===== src/rtl/irq_wake_pkg.sv =====
package irq_wake_pkg;
   localparam int N_TMO   = 3;
   localparam int N_EXT   = 3;
   localparam int N_SRC   = N_TMO + 1 + N_EXT;
   localparam int TMO_LSB = 0;
   localparam int IR_BIT  = N_TMO;
   localparam int EXT_LSB = IR_BIT + 1;
   localparam int REG_W   = 8;
   typedef logic [N_SRC-1:0] src_vec_t;
endpackage


===== src/rtl/irq_edge_det.sv =====
module irq_edge_det #(
   parameter int STAGES   = 2,
   parameter bit PROG_POL = 1'b0,
   parameter bit RST_LVL  = 1'b1
) (
   input  logic clk_i,
   input  logic rst_ni,
   input  logic pin_i,
   input  logic rise_sel_i,
   output logic edge_o
);
   // sh_q[STAGES-1] is the synchronized sample; sh_q[STAGES] is the one before it
   logic [STAGES:0] sh_q;
   logic cur, prev;

   always_ff @(posedge clk_i or negedge rst_ni) begin
      if (!rst_ni) sh_q <= {(STAGES+1){RST_LVL}};
      else         sh_q <= {sh_q[STAGES-1:0], pin_i};
   end

   assign cur  = sh_q[STAGES-1];
   assign prev = sh_q[STAGES];

   generate
      if (PROG_POL) begin : g_prog
         assign edge_o = rise_sel_i ? (cur & ~prev) : (prev & ~cur);
      end else begin : g_fall
         logic unused_sel;
         assign unused_sel = rise_sel_i;
         assign edge_o = prev & ~cur;
         // a falling-edge event lasts one cycle
         p_fall_single_r3: assert property (@(posedge clk_i) disable iff (!rst_ni)
            edge_o |=> !edge_o);
      end
   endgenerate
endmodule


===== src/rtl/irq_src_regs.sv =====
module irq_src_regs
   import irq_wake_pkg::*;
(
   input  logic             clk_i,
   input  logic             rst_ni,
   input  src_vec_t         set_i,
   input  logic             en_a_wr_i,
   input  logic [REG_W-1:0] en_a_wdata_i,
   input  logic             en_b_wr_i,
   input  logic [REG_W-1:0] en_b_wdata_i,
   input  logic             flag_wr_i,
   input  src_vec_t         flag_wdata_i,
   output src_vec_t         flags_o,
   output src_vec_t         mask_o
);
   localparam int A_W = N_SRC - IR_BIT;
   logic [A_W-1:0]   en_a_q;
   logic [N_TMO-1:0] en_b_q;
   src_vec_t         flags_q;
   logic             unused_wdata;

   assign unused_wdata = ^{en_a_wdata_i[REG_W-1:N_SRC], en_a_wdata_i[IR_BIT-1:0],
                           en_b_wdata_i[REG_W-1:N_TMO]};

   always_ff @(posedge clk_i or negedge rst_ni) begin
      if (!rst_ni) begin
         en_a_q <= '0;
         en_b_q <= '0;
      end else begin
         if (en_a_wr_i) en_a_q <= en_a_wdata_i[N_SRC-1:IR_BIT];
         if (en_b_wr_i) en_b_q <= en_b_wdata_i[N_TMO-1:0];
      end
   end

   // set has priority over a clearing write
   always_ff @(posedge clk_i or negedge rst_ni) begin
      if (!rst_ni) flags_q <= '0;
      else         flags_q <= (flag_wr_i ? (flags_q & flag_wdata_i) : flags_q) | set_i;
   end

   assign flags_o = flags_q;
   assign mask_o  = {en_a_q, en_b_q};

   generate
      for (genvar i = 0; i < N_SRC; i++) begin : g_chk
         // an event always lands in its flag
         p_flag_set_r2: assert property (@(posedge clk_i) disable iff (!rst_ni)
            set_i[i] |=> flags_o[i]);
         // clearing write without a coincident event removes the flag
         p_flag_clr_r6: assert property (@(posedge clk_i) disable iff (!rst_ni)
            (flag_wr_i && !flag_wdata_i[i] && !set_i[i]) |=> !flags_o[i]);
      end
   endgenerate
endmodule


===== src/rtl/irq_wake_seq.sv =====
module irq_wake_seq (
   input  logic clk_i,
   input  logic rst_ni,
   input  logic pend_i,
   input  logic eni_i,
   input  logic reti_i,
   input  logic sleep_i,
   output logic gie_o,
   output logic asleep_o,
   output logic wake_o,
   output logic vec_req_o
);
   logic gie_q, asleep_q, wake_q, vec_q, take;

   assign take = gie_q & ~asleep_q & pend_i;

   always_ff @(posedge clk_i or negedge rst_ni) begin
      if (!rst_ni) begin
         gie_q    <= 1'b0;
         asleep_q <= 1'b0;
         wake_q   <= 1'b0;
         vec_q    <= 1'b0;
      end else begin
         wake_q <= asleep_q & pend_i;
         vec_q  <= take;
         if (asleep_q & pend_i)   asleep_q <= 1'b0;
         else if (sleep_i & ~take) asleep_q <= 1'b1;
         if (take)                 gie_q <= 1'b0;
         else if (eni_i | reti_i)  gie_q <= 1'b1;
      end
   end

   assign gie_o     = gie_q;
   assign asleep_o  = asleep_q;
   assign wake_o    = wake_q;
   assign vec_req_o = vec_q;

   // request is a single-cycle pulse
   p_vec_pulse_r8: assert property (@(posedge clk_i) disable iff (!rst_ni)
      vec_req_o |=> !vec_req_o);
   // entry drops the global enable
   p_vec_gie_r8: assert property (@(posedge clk_i) disable iff (!rst_ni)
      vec_req_o |-> !gie_o);
   // wake-up leaves sleep
   p_wake_exit_r10: assert property (@(posedge clk_i) disable iff (!rst_ni)
      wake_o |-> (!asleep_o && $past(asleep_o)));
   // no request is issued while asleep
   p_no_vec_sleep_r10: assert property (@(posedge clk_i) disable iff (!rst_ni)
      asleep_o |-> !vec_req_o);
   // sleep holds without an enabled pending flag
   p_sleep_hold_r12: assert property (@(posedge clk_i) disable iff (!rst_ni)
      (asleep_o && !pend_i) |=> asleep_o);
   // no request without the global enable
   p_gie_gate_r9: assert property (@(posedge clk_i) disable iff (!rst_ni)
      (!gie_o) |=> !vec_req_o);
endmodule


===== src/rtl/irq_wake_ctrl.sv =====
module irq_wake_ctrl
   import irq_wake_pkg::*;
#(
   parameter int SYNC_STAGES = 2,
   parameter int PC_W        = 10,
   parameter int VEC_ADDR    = 8,
   parameter bit PIN_RST_LVL = 1'b1
) (
   input  logic             clk_i,
   input  logic             rst_ni,
   input  logic [N_TMO-1:0] tmo_i,
   input  logic [N_EXT-1:0] ext_pin_i,
   input  logic             ir_pin_i,
   input  logic             ir_rise_sel_i,
   input  logic             en_a_wr_i,
   input  logic [REG_W-1:0] en_a_wdata_i,
   input  logic             en_b_wr_i,
   input  logic [REG_W-1:0] en_b_wdata_i,
   input  logic             flag_wr_i,
   input  logic [N_SRC-1:0] flag_wdata_i,
   input  logic             eni_i,
   input  logic             reti_i,
   input  logic             sleep_i,
   output logic [N_SRC-1:0] flags_o,
   output logic [N_SRC-1:0] en_mask_o,
   output logic             gie_o,
   output logic             asleep_o,
   output logic             wake_o,
   output logic             vec_req_o,
   output logic [PC_W-1:0]  vec_addr_o
);
   if (SYNC_STAGES < 2) begin : g_bad_sync
      $error("SYNC_STAGES must be at least 2");
   end
   if (VEC_ADDR >= (1 << PC_W)) begin : g_bad_vec
      $error("VEC_ADDR does not fit in PC_W bits");
   end

   logic [N_EXT-1:0] ext_edge;
   logic             ir_edge;
   src_vec_t         set_vec, flags, mask;
   logic             pend;

   generate
      for (genvar k = 0; k < N_EXT; k++) begin : g_ext
         irq_edge_det #(.STAGES(SYNC_STAGES), .PROG_POL(1'b0), .RST_LVL(PIN_RST_LVL)) i_det (
            .clk_i(clk_i), .rst_ni(rst_ni), .pin_i(ext_pin_i[k]),
            .rise_sel_i(1'b0), .edge_o(ext_edge[k]));
      end
   endgenerate

   irq_edge_det #(.STAGES(SYNC_STAGES), .PROG_POL(1'b1), .RST_LVL(PIN_RST_LVL)) i_ir_det (
      .clk_i(clk_i), .rst_ni(rst_ni), .pin_i(ir_pin_i),
      .rise_sel_i(ir_rise_sel_i), .edge_o(ir_edge));

   assign set_vec = {ext_edge, ir_edge, tmo_i};

   irq_src_regs i_regs (
      .clk_i(clk_i), .rst_ni(rst_ni), .set_i(set_vec),
      .en_a_wr_i(en_a_wr_i), .en_a_wdata_i(en_a_wdata_i),
      .en_b_wr_i(en_b_wr_i), .en_b_wdata_i(en_b_wdata_i),
      .flag_wr_i(flag_wr_i), .flag_wdata_i(flag_wdata_i),
      .flags_o(flags), .mask_o(mask));

   assign pend = |(flags & mask);

   irq_wake_seq i_seq (
      .clk_i(clk_i), .rst_ni(rst_ni), .pend_i(pend),
      .eni_i(eni_i), .reti_i(reti_i), .sleep_i(sleep_i),
      .gie_o(gie_o), .asleep_o(asleep_o), .wake_o(wake_o), .vec_req_o(vec_req_o));

   assign flags_o    = flags;
   assign en_mask_o  = mask;
   assign vec_addr_o = PC_W'(VEC_ADDR);

   // a request needs an enabled pending flag in the cycle before
   p_req_pend_r5: assert property (@(posedge clk_i) disable iff (!rst_ni)
      vec_req_o |-> $past(|(flags_o & en_mask_o)));
endmodule


===== config.mk =====
export PLATFORM = sky130hd
export DESIGN_NAME = irq_wake_ctrl
export DESIGN_NICKNAME = d
export VERILOG_FILES = /design/src/rtl/irq_wake_pkg.sv /design/src/rtl/irq_edge_det.sv /design/src/rtl/irq_src_regs.sv /design/src/rtl/irq_wake_seq.sv /design/src/rtl/irq_wake_ctrl.sv
export SDC_FILE = /design/constraint.sdc
export NUM_CORES = 1
export LEC_CHECK = 0
export BUFFER_PORTS_ARGS = -buffer_cell sky130_fd_sc_hd__buf_2
export CORE_MARGIN = 3
export CORE_UTILIZATION = 41
export DETAILED_ROUTE_END_ITERATION = 8
export PLACE_DENSITY_LB_ADDON = 0.3
export SETUP_SLACK_MARGIN = 0.4
export SYNTH_ARGS = -nofsm -noshare
export SYNTH_HDL_FRONTEND = slang
export SYNTH_SLANG_ARGS = --single-unit

===== constraint.sdc =====
create_clock -name clk_i -period 1.4 [get_ports clk_i]
set_input_delay 0.14 -clock clk_i [delete_from_list [all_inputs] [get_ports clk_i]]
set_output_delay 0.14 -clock clk_i [all_outputs]
set_load 0.005 [all_outputs]

; ---- Word-level counts from Yosys, hierarchy flattened
; Index checks and enable logic that the tools add are counted.
[word_totals]
output_inout_bits = 28
register_bits = 30
in_bits = 39
[classes]
reduce_logical = 3
bitwise = 20
n_mux = 6
[op_table]
columns = operator, count
row1 = bitwise AND 7 bit, 2
row2 = bitwise AND 1 bit, 9
row3 = 2-to-1 mux 7 bit, 1
row4 = NOT 1 bit, 7
row5 = OR 7 bit, 1
row6 = OR reduction 7 bit, 1
row7 = 2-to-1 mux 1 bit, 5
row8 = nonzero test 2 bit, 2
row9 = OR 1 bit, 1

; ---- Depth between registers and ports, before layout
[logic_depth]
ltp_word = 7
ltp_mapped = 3
depth_no_buf = 3

; ---- By module
; Synthesis repeated with hierarchy kept, for this count alone.
[hier_totals]
cells_unflattened = 80
hier_area_um2 = 1157.4
[modules_own_cells]
columns = module, n_inst, cells_per_inst, area_per_inst_um2
row1 = irq_src_regs, 1, 35, 525.5
row2 = irq_edge_det (g_ext[0].i_det ...), 3, 4, 92.6
row3 = irq_wake_seq, 1, 11, 140.1
row4 = irq_wake_ctrl, 1, 16, 112.6
row5 = irq_edge_det (i_ir_det), 1, 6, 101.3

; ---- Worst setup path before layout
; OpenSTA, ideal clock, no wires.
[synth_path]
kind = register -> register
from = register i_regs.en_b_q[2]
to = register i_seq.vec_q (netlist: i_seq.vec_req_o)
t_arrival_ns = 1.090
path_stages_with_launch = 4
period_less_slack_ns = 1.210
setup_slack_ns = 0.190
required_time_ns = 1.280
setup_time_ns = 0.120
cell_sequence = dfrtp_1 > a222oi_1 > nand3_1 > and3_1
[synth_between]
elab_chain_len = 3
[synth_lines]
columns = element, line_no
row1 = from (decl), irq_src_regs.sv:18  ; logic [N_TMO-1:0] en_b_q;
row2 = from (signal assigned), irq_src_regs.sv:31  ; if (en_b_wr_i) en_b_q <= en_b_wdata_i[N_TMO-1:0];
row3 = bitwise AND 7 bit, irq_wake_ctrl.sv:65  ; assign pend = |(flags & mask);
row4 = OR reduction 7 bit, irq_wake_ctrl.sv:65
row5 = bitwise AND 1 bit, irq_wake_seq.sv:15  ; assign take = gie_q & ~asleep_q & pend_i;
row6 = via i_seq.take, irq_wake_seq.sv:13  ; logic gie_q, asleep_q, wake_q, vec_q, take;
row7 = to (signal assigned), irq_wake_seq.sv:25  ; vec_q <= take;
row8 = to (decl), irq_wake_seq.sv:13
; The timed path passes the listed nets, and every way through them passes these cells.
; A chain may end at the register's enable or synchronous reset.

; ---- Worst setup path after layout
[layout_path]
from = register i_regs.en_b_q[2]
to = register i_seq.gie_q (netlist: i_seq.gie_o)
[layout_between]
elab_chain_len = 4
elab_cells_between_ends = 5
cone_classes = mux (1) / bitwise (2) / reduce/logical (2)
[layout_lines]
columns = element, line_no
row1 = bitwise AND 7 bit (*), irq_wake_ctrl.sv:65
row2 = OR reduction 7 bit (*), irq_wake_ctrl.sv:65
row3 = bitwise AND 1 bit (*), irq_wake_seq.sv:15
row4 = 2-to-1 mux 1 bit or nonzero test 2 bit (tied branches), n/a
row5 = to (signal assigned), irq_wake_seq.sv:19  ; gie_q <= 1'b0;
row6 = to (signal assigned), irq_wake_seq.sv:28  ; if (take) gie_q <= 1'b0;
row7 = to (signal assigned), irq_wake_seq.sv:29  ; else if (eni_i | reti_i) gie_q <= 1'b1;
row8 = to (decl), irq_wake_seq.sv:13
; Every way passes the cells marked *; elsewhere a longest branch is shown, timed or not.

==> impl_metrics.ini <==
[power_and_ir_drop]
p_per_area_nw_per_um2 = 1310
peakVddDrop_v = 0.000912
p_leak_uw = 0.000759

[logic_synthesis]
ys_seq_area_share_pct = 69.5
synth-edff-count = 0
ys_warn_count = 0
ys_async_sr_fraction_pct = 100
syn_avg_cell_area_um2 = 13.4
synth-main-ff-cell = dfrtp_1
ys_ff_latch = 30
synth_cell_types = 21
netlist_instances = 82
synth_area_um2 = 1100

[sta]
max_freq_mhz = 784
worst_slack_ps = 124
hold_viol = 0
setup-violations-final = 0
layout_min_cycle_time_ps = 1280
slew-limit-headroom_pct = 57.5
final_max_slew_viol_count = 0
tightest_slew_ps = 637
fin_tns_setup_ps = 0
skew_ps = 6.23
whs_ps = 30.8
rsz0062_at_grt = true
fin_crit_sh_pct = 91.1

[worst_setup_path]
start_kind = register
cp_max_fo = 3
crit_path_end_kind = register
endpoint = i_seq.gie_o$_DFFE_PN0P_
max_stage_delay_ps = 400
rr_startpoint = i_regs.en_b_q[2]$_DFFE_PN0P_
worstSetupPathType = register to register
r2r_cells = 3
slowest_stage = dfrtp_1
worst_r2r_endpoint = i_seq.gie_o$_DFFE_PN0P_
reg2reg_slack_ps = 120
path_cells = a222oi_1 > nand3_1 > a31oi_1
worstPathRequired_ps = 1630
cp.arrival_ps = 1510
crit_path_start = i_regs.en_b_q[2]$_DFFE_PN0P_

[global_routing]
grt_antenna_before_repair = 0
grt_pass1_wl_um = 3470
grt_start_max_net_pins = 31
grt_pass1_vias = 811
grt_util_all_layers_pct = 14.1
grt_overflow = 0

[finish]
drive_gt1_share_pct = 52.3
layout_commonest_cell = buf_2
nets = 189
seqCellArea_um2 = 766
syn_to_final_growth_pct = 39.7
num-fill-cells = 205
final_cell_mix = buf_2, dfrtp_1, dfstp_2
multiInputGateArea_um2 = 273
stdcell_area_um2 = 1540
diodes = 0

[routing]
drc = 0
drtIter0Drc = 12
wl_um = 2190
ant_nets = 0
viasPerCell = 4.60
wl_per_cell_um = 12.1
num_vias = 833
drtPass1Iterations = 4

[die]
rows = 18
initial_core_util_pct = 43.7
core_area_um2 = 2520
num_io_pins = 67
dieHeight_um = 57.9
dieWidth_um = 57.9
die_area_um2 = 3350

[status]
outcome = finished, final reports clean

[placement]
dp_hpwl_um = 1590
post-place-ws_ps = 120
io_buffers = 47
gp_congestion = 0.749
place_area_um2 = 1330

[cts]
root_buffer = clkbuf_4
htree_levels = 2
clock_path_buffers = 2
cts_tree = yes
cts_num_sinks = 30
clk-insertion-delay-late_ps = 320
numCtsBuffers = 5
clkTransAtPathRegs_ps = 90

[job]
drv_cap = 0

[hold_path]
min_path_type = input port to register
cell usage after synthesis (2+ instances only):
cell	instances	area (um^2)
nand2b_1	3	18.8
dfrtp_1	18	450
o21ai_1	10	50.1
nand2_1	2	7.51
nor2_1	2	7.51
mux2_2	3	33.8
a22oi_1	2	15.0
inv_1	4	15.0
a31oi_1	2	12.5
conb_1	2	7.51
buf_4	10	75.1
mux2_1	4	45.0
dfstp_2	12	315
repair_timing:
action,in CTS,in global routing
setup buffers,4,4
hold endpoints to repair,25,0
resized for setup,1,1
hold buffers,8,0
pin swaps,1,1
gates cloned,0,0
setup endpoints to repair,18,20
critical path: cells and delay by family (launching register included):
family / cells / cell delay (ps)
AO/OA/AOI/OAI: 2 / 620
flip-flops: 1 / 400
AND/OR/NAND/NOR: 1 / 170
per-stage QoR:
step	util [%]	total power, uW	instances
after floorplan	-	1230	90
after global placement	52.7	1380	157
after detailed placement	52.7	1410	157
after CTS	59.7	2000	177
after global routing	61.1	2140	181
final	61.1	2010	181
logic make-up (layout without fill, tap and decap cells):
| family | after synthesis | after routing | synth area share [%] |
|---|---|---|---|
| buffers and inverters | 15 | 76 | 8.51 |
| AO/OA/AOI/OAI | 17 | 17 | 9.08 |
| AND/OR/NAND/NOR | 11 | 11 | 5.11 |
| multiplexers | 7 | 7 | 7.15 |
| other | 2 | 10 | 0.681 |
| flip-flops | 30 | 30 | 69.5 |
report_power, final:
part,switching [uW],internal [uW],total [uW]
logic,177,256,433
clock network,276,243,519
registers,68.5,995,1060
routing by layer:
layer	vias up	GRT usage, %	wire, um
li1	398	-	-
met1	387	15.7	808
met2	43	23.2	1100
met3	5	5.35	238
met4	0	7.95	37
met5	-	0	0
worst min-delay path by stage:
stage / slack (ps) / cells after the start / start / to
floorplan: -160 / 0 / rst_ni / i_regs.en_a_q[0]$_DFFE_PN0P_
global placement: 190 / 1 / rst_ni / i_regs.en_b_q[0]$_DFFE_PN0P_
detailed placement: 200 / 1 / rst_ni / i_regs.en_b_q[0]$_DFFE_PN0P_
CTS: 20 / 2 / en_b_wdata_i[0] / i_regs.en_b_q[0]$_DFFE_PN0P_
global route: 20 / 2 / en_b_wdata_i[0] / i_regs.en_b_q[0]$_DFFE_PN0P_
finish: 30 / 3 / flag_wdata_i[4] / i_regs.flags_o[4]$_DFF_PN0_
state kept, by name, summed over array words and instances, names as in the netlist:
signal,count
g_ext.i_det.sh_q,9
i_regs.flags_o,7
i_regs.en_a_q,4
i_ir_det.sh_q,3
i_regs.en_b_q,3
i_seq.asleep_o,1
i_seq.gie_o,1
i_seq.vec_req_o,1
i_seq.wake_o,1
cell type report:
cell class              count  area share, %
flip-flops and latches     30           49.7
repair buffers             63           25.0
multi-input cells          45           17.7
clock buffers               7           3.57
well taps                  30           2.44
inverters                   5           1.22
clock inverters             1          0.325
Power figures use the tool's default switching activity.
